<file path="src/rtl/mia_pkg.sv">
package mia_pkg;
  localparam int REG_W      = 32;
  localparam int NUM_GROUPS = 11;
  localparam int NUM_MAP    = 13;
  localparam int EN_BIT     = REG_W - 1;

  // Routing table: entry k takes group map_grp(k), masks it, lands on map_pos(k)
  function automatic int map_grp(input int k);
    case (k)
      0, 1:    return 0;
      2, 3:    return 1;
      4:       return 2;
      5:       return 3;
      default: return k - 2;  // 6..12 -> groups 4..10
    endcase
  endfunction

  function automatic int map_pos(input int k);
    case (k)
      0: return 0;   1: return 1;   2: return 2;   3: return 3;
      4: return 4;   5: return 6;   6: return 16;  7: return 17;
      8: return 18;  9: return 20;  10: return 22; 11: return 23;
      default: return 30;
    endcase
  endfunction

  function automatic logic [REG_W-1:0] map_mask(input int k);
    case (k)
      0, 2, 4, 5: return 32'h0000_FFFF;
      1, 3:       return 32'hFFFF_0000;
      default:    return 32'hFFFF_FFFF;
    endcase
  endfunction

  function automatic logic [REG_W-1:0] mapped_bits();
    logic [REG_W-1:0] m;
    m = '0;
    for (int k = 0; k < NUM_MAP; k++) m[map_pos(k)] = 1'b1;
    return m;
  endfunction
endpackage

</file>
<file path="src/rtl/mia_group_reduce.sv">
module mia_group_reduce
  import mia_pkg::*;
#(
  parameter int GROUPS = NUM_GROUPS,
  parameter int W      = REG_W,
  parameter int NMAP   = NUM_MAP
) (
  input  logic [GROUPS*W-1:0] pend_i,
  output logic [W-1:0]        summary_o
);
  logic [NMAP-1:0] hit;

  for (genvar k = 0; k < NMAP; k++) begin : g_route
    localparam int G = map_grp(k);
    localparam logic [W-1:0] M = map_mask(k);
    assign hit[k] = |(pend_i[G*W +: W] & M);
  end

  always_comb begin
    summary_o = '0;
    for (int k = 0; k < NMAP; k++) summary_o[map_pos(k)] = summary_o[map_pos(k)] | hit[k];
  end
endmodule

</file>
<file path="src/rtl/mia_eval_ctrl.sv">
module mia_eval_ctrl
  import mia_pkg::*;
#(
  parameter int GROUPS = NUM_GROUPS,
  parameter int W      = REG_W
) (
  input  logic              wr_i,
  input  logic [W-1:0]      wdata_i,
  input  logic [GROUPS-1:0] recheck_i,
  input  logic              evt_i,
  input  logic              en_q_i,
  output logic              en_next_o,
  output logic              do_eval_o
);
  logic trig;
  logic unused_wbits;

  assign unused_wbits = &{1'b0, wdata_i[W-2:0]};
  assign en_next_o    = wr_i ? wdata_i[W-1] : en_q_i;
  assign trig         = wr_i | (|recheck_i) | evt_i;
  assign do_eval_o    = trig & en_next_o;
endmodule

</file>
<file path="src/rtl/mia_master_reg.sv">
module mia_master_reg
  import mia_pkg::*;
#(
  parameter int W = REG_W
) (
  input  logic         clk_i,
  input  logic         rst_i,
  input  logic         do_eval_i,
  input  logic         en_next_i,
  input  logic [W-1:0] summary_i,
  output logic [W-1:0] mst_q_o,
  output logic         irq_q_o
);
  localparam int SUM_W = W - 1;

  logic [SUM_W-1:0] sum_q;
  logic             en_q;
  logic             unused_top;

  assign unused_top = summary_i[W-1];

  always_ff @(posedge clk_i) begin
    if (rst_i) begin
      sum_q   <= '0;
      en_q    <= 1'b0;
      irq_q_o <= 1'b0;
    end else begin
      en_q <= en_next_i;
      if (do_eval_i) begin
        sum_q   <= summary_i[SUM_W-1:0];
        irq_q_o <= |summary_i[SUM_W-1:0];
      end else begin
        irq_q_o <= 1'b0;
      end
    end
  end

  assign mst_q_o = {en_q, sum_q};
endmodule

</file>
<file path="src/rtl/master_irq_agg.sv">
module master_irq_agg
  import mia_pkg::*;
#(
  parameter int GROUPS = NUM_GROUPS,
  parameter int W      = REG_W
) (
  input  logic              clk_i,
  input  logic              rst_i,
  input  logic [GROUPS*W-1:0] grp_pend_i,
  input  logic [GROUPS-1:0] grp_recheck_i,
  input  logic              evt_latched_i,
  input  logic              mst_wr_i,
  input  logic [W-1:0]      mst_wdata_i,
  output logic [W-1:0]      mst_reg_o,
  output logic              irq_req_o
);
  logic [W-1:0] summary;
  logic         en_next;
  logic         do_eval;

  mia_group_reduce #(.GROUPS(GROUPS), .W(W), .NMAP(NUM_MAP)) u_reduce (
    .pend_i    (grp_pend_i),
    .summary_o (summary)
  );

  mia_eval_ctrl #(.GROUPS(GROUPS), .W(W)) u_ctrl (
    .wr_i      (mst_wr_i),
    .wdata_i   (mst_wdata_i),
    .recheck_i (grp_recheck_i),
    .evt_i     (evt_latched_i),
    .en_q_i    (mst_reg_o[W-1]),
    .en_next_o (en_next),
    .do_eval_o (do_eval)
  );

  mia_master_reg #(.W(W)) u_reg (
    .clk_i     (clk_i),
    .rst_i     (rst_i),
    .do_eval_i (do_eval),
    .en_next_i (en_next),
    .summary_i (summary),
    .mst_q_o   (mst_reg_o),
    .irq_q_o   (irq_req_o)
  );
endmodule

</file>
<file path="config.mk">
export PLATFORM = sky130hd
export DESIGN_NAME = master_irq_agg
export DESIGN_NICKNAME = d
export VERILOG_FILES = /design/src/rtl/mia_pkg.sv /design/src/rtl/mia_group_reduce.sv /design/src/rtl/mia_eval_ctrl.sv /design/src/rtl/mia_master_reg.sv /design/src/rtl/master_irq_agg.sv
export SDC_FILE = /design/constraint.sdc
export NUM_CORES = 1
export LEC_CHECK = 0
export ABC_AREA = 1
export BUFFER_PORTS_ARGS = -buffer_cell sky130_fd_sc_hd__buf_2
export CAP_MARGIN = 20
export CORE_AREA = 2 2 170 172
export DETAILED_ROUTE_END_ITERATION = 6
export DIE_AREA = 0 0 172 174
export RECOVER_POWER = 25
export SLEW_MARGIN = 40
export SYNTH_ARGS = -nofsm -noshare
export SYNTH_HDL_FRONTEND = slang
export SYNTH_SLANG_ARGS = --single-unit
</file>
<file path="constraint.sdc">
create_clock -name clk_i -period 1.35 [get_ports clk_i]
set_clock_uncertainty 0.15 [all_clocks]
set_input_delay 0.0675 -clock clk_i [delete_from_list [all_inputs] [get_ports clk_i]]
set_output_delay 0.0675 -clock clk_i [all_outputs]
set_load 0.1 [all_outputs]
</file>
Word level (Yosys, flattened, before mapping)

Index checks and enable logic that the tools add are counted.

Output and inout bits: 33
Register bits: 15

Multiplexer cells: 1
Reductions and logical operators: 16
Bitwise logic cells: 4

Operators with widths:

| cell                 | count |
|---|---|
| 320-bit OR reduction | 1 |
| 32-bit OR reduction  | 7 |
| 16-bit OR reduction  | 6 |
| 11-bit OR reduction  | 1 |
| 1-bit bitwise OR     | 2 |
| 2-bit OR reduction   | 1 |
| 1-bit bitwise AND    | 1 |
| 1-bit 2-to-1 mux     | 1 |
| 1-bit inverter       | 1 |

Depth between registers and ports, before layout

Gate-level depths: netlist of run 1.

Depth after elaboration: 6
Gate-level depth with buffers: 10

Cells and area by module

A second synthesis of run 1 with hierarchy kept.

Cell total of the unflattened synthesis: 614
Area, all modules: 3045.4 um^2

Modules (own cells, without submodules):

| module           | area each (um^2) | cells each | instances |
|---|---|---|---|
| mia_group_reduce | 1736.7           | 425        | 1 |
| mia_master_reg   | 1239.9           | 172        | 1 |
| mia_eval_ctrl    | 68.8             | 17         | 1 |

Worst setup path before layout of run 1

OpenSTA, ideal clock, no wires.

Path kind: flip-flop to flip-flop
From: register u_reg.sum_q[0] (netlist name)
To: register u_reg.sum_q[0]
Cell stages (with the launch flop): 3
Clock period less this slack: 1.383 ns
Arrival time: 1.163 ns
Slack: -0.033 ns
Setup time: 0.071 ns
Path through: dfxtp_1 -> nand2_2 -> a21oi_2

RTL lines:

| element              | RTL line             | text |
|---|---|---|
| end signal, assigned | mia_master_reg.sv:30 | `sum_q <= summary_i[SUM_W-1:0];` |
| end, declared        | mia_master_reg.sv:16 | `logic [SUM_W-1:0] sum_q;` |

Worst setup path after layout of run 1

From: register u_reg.en_q
To: register u_reg.irq_q_o

Cells in the longest elaborated chain, start to end: 4

RTL lines:

| element                      | RTL line             | text |
|---|---|---|
| start, declared              | mia_master_reg.sv:17 | `logic en_q;` |
| start signal, assigned       | mia_master_reg.sv:28 | `en_q <= en_next_i;` |
| 1-bit 2-to-1 mux             | mia_eval_ctrl.sv:19  | `assign en_next_o = wr_i ? wdata_i[W-1] : en_q_i;` |
| 1-bit bitwise AND            | mia_eval_ctrl.sv:21  | `assign do_eval_o = trig & en_next_o;` |
| 1-bit inverter (no line)     | n/a                  |  |
| 2-bit OR reduction (no line) | n/a                  |  |
| end signal, assigned         | mia_master_reg.sv:31 | `irq_q_o <= \|summary_i[SUM_W-1:0];` |
| end, declared                | mia_master_reg.sv:12 | `output logic irq_q_o` |

Every way passes these cells.
A chain may end at the register's enable or synchronous reset.

==> results of run 1 <==
-- worst max path at each step --
stage	start	end	slack, ns	depth (start not counted)
2_1_floorplan	u_reg.en_q	u_reg.sum_q[22]	0.08	5
3_3_place_gp	grp_pend_i[237]	u_reg.irq_q_o	-0.39	11
3_5_place_dp	grp_pend_i[237]	u_reg.irq_q_o	-0.35	11
4_1_cts	grp_pend_i[251]	u_reg.irq_q_o	0.04	12
5_1_grt	u_reg.en_q	u_reg.irq_q_o	0.008	7
6_report	u_reg.en_q	u_reg.irq_q_o	0.10	7
-- cell families after synthesis --
kind of cell	count (synthesis)	synth area share
DFF	15	0.152
other	1	0.00190
AOI/OAI and AO/OA	14	0.0545
and+or+nand+nor	339	0.697
buffers and inverters	26	0.0944
-- report_power, final --
group	total (mW)	internal [mW]	switching, mW	leakage [nW]
clock network	0.612	0.402	0.211	0.0382
registers	0.511	0.488	0.0233	0.128
logic	1.33	0.511	0.824	2.02
-- cells in the final DEF, fill, tap and decap left out, drive strengths merged --
cell,count
nand4,9
buf,354
clkbuf,10
inv,3
nand3,9
dfxtp,15
conb,18
a21oi,13
nor4,1
nor2,211
nor3b,1
o21ai,1
nand3b,5
nand2,102
nor3,1
-- metrics by stage --
stage	TNS, ns	utilization	hold WS [ns]	std cells	setup slack, ns
final	0	0.153	-0.0186	1137	0.100
after global routing	0	0.153	0.0340	1137	0.00847
after CTS	0	0.156	-0.0139	1137	0.0355
after detailed placement	-0.989	0.153	0.293	1133	-0.355
after global placement	-0.669	0.153	0.282	1133	-0.391
after floorplan	0	-	-0.0274	412	0.0839
-- worst max-delay path, cell delays in order, from the launching register on --
cell and delay, ns:
dfxtp_1 0.30, o21ai_1 0.19, inv_2 0.08, nand2_2 0.14
buf_12 0.14, nor2_1 0.04, nand2_1 0.07, inv_1 0.03
-- Yosys cell counts, types with 2 or more instances --
cell type    n
nand3b_1     5
buf_4       19
buf_1        2
nor2_1     211
nand2_1     91
nand2_2     11
inv_1        2
dfxtp_1     15
nand3_1      9
nand4_1      8
a21oi_2     10
a21oi_1      3
-- final cells by class --
class | instances | share of cell area
well taps | 384 | 0.111
repair buffers | 360 | 0.434
multi-input cells | 371 | 0.362
flip-flops and latches | 15 | 0.0730
inverters | 3 | 0.00260
clock buffers | 4 | 0.0182
-- routing by layer --
layer | wire length, µm | share of wire
met1 | 4140 | 0.37
met2 | 5620 | 0.50
met3 | 1290 | 0.11
met4 | 121 | 0.011
met5 | 43 | 0.0038
-- registers in the layout, summed over array words and instances, names as in the netlist --
signal / flops
u_reg.en_q: 1
u_reg.irq_q_o: 1
u_reg.sum_q: 13
-- repair_timing --
item / in CTS / in global routing
endpoints found under the hold margin: 1 / 0
gates resized for setup: 3 / 3
setup endpoints to repair: 2 / 1
==> results.rst, run 1 <==
.. list-table::
   :header-rows: 1

   * - Metric
     - Value
   * - Synthesized cell area
     - 0.00198 mm²
   * - Static Leak
     - 2.19 nW
   * - Max Clk Rate
     - 800 MHz
   * - Total number of yosys warnings
     - 0
   * - Proportion of synthesized chip area in sequential cells
     - 0.152
   * - Area share of the largest cell type after synthesis
     - 0.401
   * - Smallest hold slack
     - -0.0186 ns
   * - Class of the tightest hold or removal check
     - input port to flip-flop
   * - Setup slack on the worst flop-to-flop path
     - between 0.1 and 0.15 ns
   * - Layout net count
     - 1,153
   * - Met1 Use GR
     - 0.0668
   * - Ports placed on the boundary
     - 432
   * - Hold Path Cell Cnt
     - 3
   * - Arrival time of data at the critical path endpoint
     - 1.25 ns
   * - Number of buffers created by CTS
     - 3
   * - Clock sink count
     - 15
   * - Vias post-DR
     - 3,602
   * - Endpoint of the worst register-to-register path
     - u_reg.irq_q_o
   * - Final instance area
     - approximately 0.0043 mm²
   * - Final antenna-violating net count
     - 0
   * - Register Area
     - between 300 and 400 µm²
   * - Max Fanout on Critical Path
     - 7
   * - RSZ-0062 raised after global routing
     - no
   * - Top flip-flop cell by instance count after synthesis
     - dfxtp_1
   * - Clk slew on worst S/H paths
     - 0.05 ns
   * - Standard-cell row count
     - 62
   * - Synthesized area per cell
     - 5.00 µm²
   * - Total Routed Length
     - 11.2 mm
   * - Max-cap violations
     - 0
   * - Number of distinct standard cells referenced by the synthesized netlist
     - 21
   * - Core region area
     - 0.0282 mm²
   * - Vias in the first global route
     - 3,359
   * - Path depth of the worst reg2reg path
     - 7
   * - Clock insertion delay at the later pin of the skew report
     - 0.25 ns
   * - Maximum level of the CTS H-tree
     - 1
   * - Total die area
     - 0.0299 mm²
   * - Hold Path Sink
     - u_reg.en_q
   * - Largest net degree at the start of global routing
     - 14
   * - First-pass GRT wire length
     - 15.5 mm
   * - Starting density of the core
     - 0.0700
   * - CTS Buffer Depth
     - 2
   * - CTS tree
     - yes
   * - Share of the clock period used by the worst path after layout
     - 0.926
   * - Iter 0 DRT Violations
     - 66
   * - Gpl congestion
     - 0.807
   * - Reg2Reg Launch Point
     - u_reg.en_q
   * - Total Power
     - around 2.5 mW
   * - Filler cell count
     - ~3,300
   * - Number of post-CTS setup repair buffers
     - 0
   * - Initial DRT Pass Iterations
     - 5
   * - Met3 Use GR
     - 0.0184
   * - Result of the run
     - finished with violations
   * - CP startpoint kind
     - flip-flop
   * - Number of antenna violations at the first check in global routing
     - 3
   * - Detailed Place HPWL
     - 10.2 mm
   * - Number of synthesized flops with an enable pin
     - 0
   * - # DRC
     - 0
   * - Count of final max-slew check failures
     - 0
   * - Wire length per cell after detailed routing
     - about 9.9 µm
   * - Pwr/cell area
     - 567 mW/mm²
   * - Critical Path End Type
     - flip-flop
   * - Worst endpoint required time
     - about 1.4 ns
   * - Die boundary height
     - 174 µm
   * - Violations in the final reports
     - hold timing
   * - Cell types occupying the most area after synthesis
     - nor2_1 (40%), nand2_1 (17%), dfxtp_1 (15%), buf_4 (7.2%), a21oi_2 (4.4%)
   * - Post-Syn Instances
     - around 400
   * - Buffer cell driving the clock tree root
     - clkbuf_16
   * - Area after detailed placement
     - 0.00432 mm²
   * - Quantity of I/O buffers inserted on ports
     - 350
   * - Layout cell share with drive strength beyond 1
     - 0.538
   * - Max-slew headroom
     - 0.660
   * - Footprint of the multi-input gates
     - 0.00157 mm²
   * - Via-per-instance ratio
     - roughly 3.2
   * - Antenna fix cells
     - 0
   * - Transition time of the tightest slew-check pin
     - 0.513 ns
   * - Synthesized flop and latch total
     - 15
   * - Startpoint of the worst hold path
     - mst_wr_i
   * - Global route total overflow
     - 0
   * - Hold violation count in the final report
     - 1
   * - Synthesis-to-finish area growth
     - 119%
   * - Critical Setup Path Class
     - flip-flop to flip-flop
   * - Max IR drop VDD
     - 0.000450 V
   * - Combined global-route utilization of all metal layers
     - 0.0677
   * - Count of final setup violators
     - 0
   * - Largest area contributor in the netlist
     - nor2_1
   * - Minimum clock period
     - 1.25 ns
   * - Die X-Extent
     - around 170 µm
   * - Met2 GRT Util
     - 0.138
   * - GR peak layer
     - met2
   * - Share of flip-flops with an asynchronous set or reset
     - 0
(Power assumes the default switching activity.)
==> inputs of run 2 (changes only) <==
--- a/config.mk
+++ b/config.mk
@@ -5,7 +5,6 @@
 export SDC_FILE = /design/constraint.sdc
 export NUM_CORES = 1
 export LEC_CHECK = 0
-export ABC_AREA = 1
 export BUFFER_PORTS_ARGS = -buffer_cell sky130_fd_sc_hd__buf_2
 export CAP_MARGIN = 20
 export CORE_AREA = 2 2 170 172
==> run 2 against run 1 <==
Effect of this change: the run ends with setup timing left; synthesized cell count down 53%; critical path depth unchanged; sequential share of layout area up 0.24 points; critical endpoint unchanged.
==> results.rst, run 2 <==
.. list-table::
   :header-rows: 1

   * - Metric
     - Value
   * - Max-slew headroom
     - 0.665 (+0.00493)
   * - Critical Setup Path Class
     - input port to flip-flop
   * - Iter 0 DRT Violations
     - 81 (+23%)
   * - Post-layout instance count excluding filler cells
     - 949 (-17%)
   * - Max-cap violations
     - 0 (unchanged)
   * - Share of flip-flops with an asynchronous set or reset
     - 0 (unchanged)
   * - Standard-cell row count
     - 62 (unchanged)
   * - Die X-Extent
     - 172 µm (unchanged)
   * - Total number of yosys warnings
     - 0 (unchanged)
   * - Hold violation count in the final report
     - 0 (-1)
   * - Pre-CTS WS
     - -0.948 ns (-0.593 ns)
   * - Max Fanout on Critical Path
     - 2 (-5)
   * - Proportion of synthesized chip area in sequential cells
     - 0.221 (+0.0686)
   * - Ports placed on the boundary
     - 432 (unchanged)
   * - Total Routed Length
     - 12.2 mm (+8.8%)
   * - Largest family of logic cells by synthesized area
     - simple AND/OR/NAND/NOR gates
   * - Starting density of the core
     - 0.0482 (-0.0218)
   * - Via-per-instance ratio
     - 3.24 (+2.2%)
   * - Total die area
     - 0.0299 mm² (unchanged)
   * - Cell count after placement
     - 932 (-18%)
   * - Result of the run
     - finished with violations
   * - Top post-synthesis cells by count
     - nor4_1 (82), nand4_1 (22), nor2_1 (21)
   * - Clock insertion delay at the later pin of the skew report
     - 0.26 ns (about the same)
   * - Number of buffers created by CTS
     - 3 (unchanged)
   * - RSZ-0062 raised after global routing
     - yes
   * - Number of distinct standard cells referenced by the synthesized netlist
     - 19 (-9.5%)
   * - Most common cell after layout, fill and taps aside
     - buf_2
   * - Layout cell share with drive strength beyond 1
     - 0.764 (+0.226)
   * - Largest net degree at the start of global routing
     - 16 (+2)
   * - Critical Path End Type
     - flip-flop
   * - Layout net count
     - 963 (-16%)
   * - Final antenna-violating net count
     - 0 (unchanged)
   * - Top flip-flop cell by instance count after synthesis
     - dfxtp_1
   * - Synthesized cell area
     - 0.00136 mm² (-31%)
   * - Synthesis-to-finish area growth
     - 210%
   * - Synthesized flop and latch total
     - 15 (unchanged)
   * - Compound-cell area share of the yosys netlist
     - 0.0533 (-0.00116)
   * - Worst-case setup margin in the final layout
     - -0.278 ns (-0.378 ns)
   * - Number of synthesized flops with an enable pin
     - 0 (unchanged)
   * - Library cell with the highest instance count after synthesis
     - nor4_1
   * - Violations in the final reports
     - setup timing
   * - Class of the tightest hold or removal check
     - input port to flip-flop
   * - Leading registers by flop count
     - u_reg.sum_q x13, u_reg.en_q x1, u_reg.irq_q_o x1
   * - Buffer cell driving the clock tree root
     - clkbuf_16
   * - Count of final setup violators
     - 8 (+8)
   * - Detailed Place HPWL
     - 10.4 mm (+2.0%)
   * - Commonest cells after routing, fill and taps aside
     - buf_2 (343), nor4_1 (67), nand4_1 (22)
   * - Share of the synthesized netlist area taken by xor and xnor gates
     - 0 (unchanged)
   * - Largest area contributor in the netlist
     - nor4_1
   * - Post-synthesis share of cell area spent on and, or, nand and nor gates
     - 0.563 (-0.135)
   * - Total Power
     - 2.51 mW (+2.0%)
   * - Combined global-route utilization of all metal layers
     - 0.0729 (+0.00523)
   * - Minimum clock period
     - 1.63 ns (+0.378 ns)
   * - Max Clk Rate
     - 614 MHz (-23%)
   * - CP startpoint kind
     - input port
   * - CTS Buffer Depth
     - 2 (unchanged)
   * - Vias post-DR
     - 3,073 (-15%)
   * - # DRC
     - 0 (unchanged)
   * - Core region area
     - 0.0282 mm² (unchanged)
   * - Adder and majority gate portion of the synthesized area
     - 0 (unchanged)
   * - CTS tree
     - yes
   * - Number of antenna violations at the first check in global routing
     - 2 (-1)
   * - Vias in the first global route
     - 3,028 (-9.9%)
   * - Filler cell count
     - 3,284 (-1.6%)
   * - Post-Syn Instances
     - 185 (-53%)
   * - Maximum level of the CTS H-tree
     - 1 (unchanged)
   * - Arrival time of data at the critical path endpoint
     - 1.63 ns (+0.38 ns)
   * - First-pass GRT wire length
     - 15.7 mm (+1.6%)
   * - Pwr/cell area
     - 595 mW/mm² (+4.9%)
   * - Global route total overflow
     - 0 (unchanged)
   * - Wire length per cell after detailed routing
     - 12.9 µm (+30%)
   * - Max IR drop VDD
     - 0.000271 V (-40%)
   * - Max reg flops
     - 13 (unchanged)
   * - Area share of the largest cell type after synthesis
     - 0.377 (-0.0240)
   * - Quantity of I/O buffers inserted on ports
     - 350 (unchanged)
   * - Initial DRT Pass Iterations
     - 4 (-1)
   * - Register bank with the most flops
     - u_reg.sum_q
   * - Transition time of the tightest slew-check pin
     - 0.502 ns (-0.0109 ns)
   * - Cell types occupying the most area after synthesis
     - nor4_1 (38%), dfxtp_1 (22%), buf_4 (10%), nand4_1 (10%), nor2_1 (5.8%)
   * - Synthesized area per cell
     - 7.36 µm² (+47%)
   * - Clk slew on worst S/H paths
     - 0.06 ns (about the same)
   * - Count of final max-slew check failures
     - 0 (unchanged)
   * - Share of the clock period used by the worst path after layout
     - 1.21 (+0.280)
   * - Gpl congestion
     - 0.863 (+6.9%)
   * - Clock sink count
     - 15 (unchanged)
   * - Worst endpoint required time
     - 1.35 ns (about the same)
   * - Fraction of synthesized area in multiplexers
     - 0.0441 (+0.0441)
   * - Static Leak
     - 1.97 nW (-9.9%)
   * - Die boundary height
     - 174 µm (unchanged)
## run 2: cell types whose count changed after synthesis, sizes merged, moves of 5 or more
cell	delta
nor4	+82
nand3	-9
nand3b	-5
nand2	-101
nand4	+13
a21oi	-12
mux2i	+6
a211oi	+7
nor2	-190
## run 2: final timing paths
path / cells after the start / slack (ns) / to / from
setup / recovery: 7 / -0.28 / u_reg.irq_q_o / grp_pend_i[66]
hold / removal: 5 / 0.04 / u_reg.sum_q[2] / grp_pend_i[46]
setup reg to reg: 7 / -0.07 / u_reg.sum_q[30] / u_reg.en_q
hold reg to reg: 2 / 0.33 / u_reg.sum_q[3] / u_reg.sum_q[3]
## run 2: logic make-up (layout without fill, tap and decap cells)
| group | after synthesis | count (layout) |
|---|---|---|
| simple gates | 130 | 130 |
| buf+inv | 23 | 384 |
| flops | 15 | 15 |
| compound gates | 10 | 10 |
| mux | 6 | 6 |
| other cells | 1 | 20 |
## run 2: per-layer routing
layer  up-vias  wire length, µm  track usage
met3         7             1090       0.0123
met5         -                0            0
li1       1517                -            -
met1      1346             4380       0.0731
met2       203             6560        0.148
met4         0              176       0.0231
## run 2: power by group
part / leakage, nW / switching [mW] / internal [mW]
registers: 0.129 / 0.0242 / 0.485
clock network: 0.0409 / 0.271 / 0.400
logic: 1.80 / 0.789 / 0.538
## run 2: layout make-up
type	count	area, µm²	area share
Timing Repair Buffer	379	2130	0.505
Tap cell	384	480	0.114
Multi-Input combinational cell	164	1200	0.284
Antenna cell	2	5.00	0.00119
Sequential cell	15	318	0.0754
Inverter	1	3.75	0.000890
Clock inverter	1	5.00	0.00119
Clock buffer	3	75.1	0.0178
## run 2: stage by stage
step / TNS (ns) / hold slack (ns) / instance area (µm²) / utilization
after floorplan: -0.140 / -0.0172 / 1490 / -
after global placement: -2.18 / 0.213 / 3810 / 0.135
after detailed placement: -2.61 / 0.218 / 3810 / 0.135
after CTS: -0.871 / 0.0331 / 4080 / 0.144
after global routing: -1.09 / 0.0706 / 4210 / 0.149
final: -0.487 / 0.0401 / 4220 / 0.149
## run 2: what timing repair did
item                                   CTS  global route
pin swaps                                3            15
setup buffers                            1             6
endpoints found under the hold margin    1             0
gates resized for setup                 17            29
cloned                                   2             1
setup endpoints to repair                7            13
hold buffers                             2             0
## run 2: critical path, cell delays in order
cell     delay [ns]
buf_6          0.10
nor4_4         0.29
buf_4          0.16
nand4_1        0.08
buf_6          0.15
or4_4          0.43
o311a_1        0.35
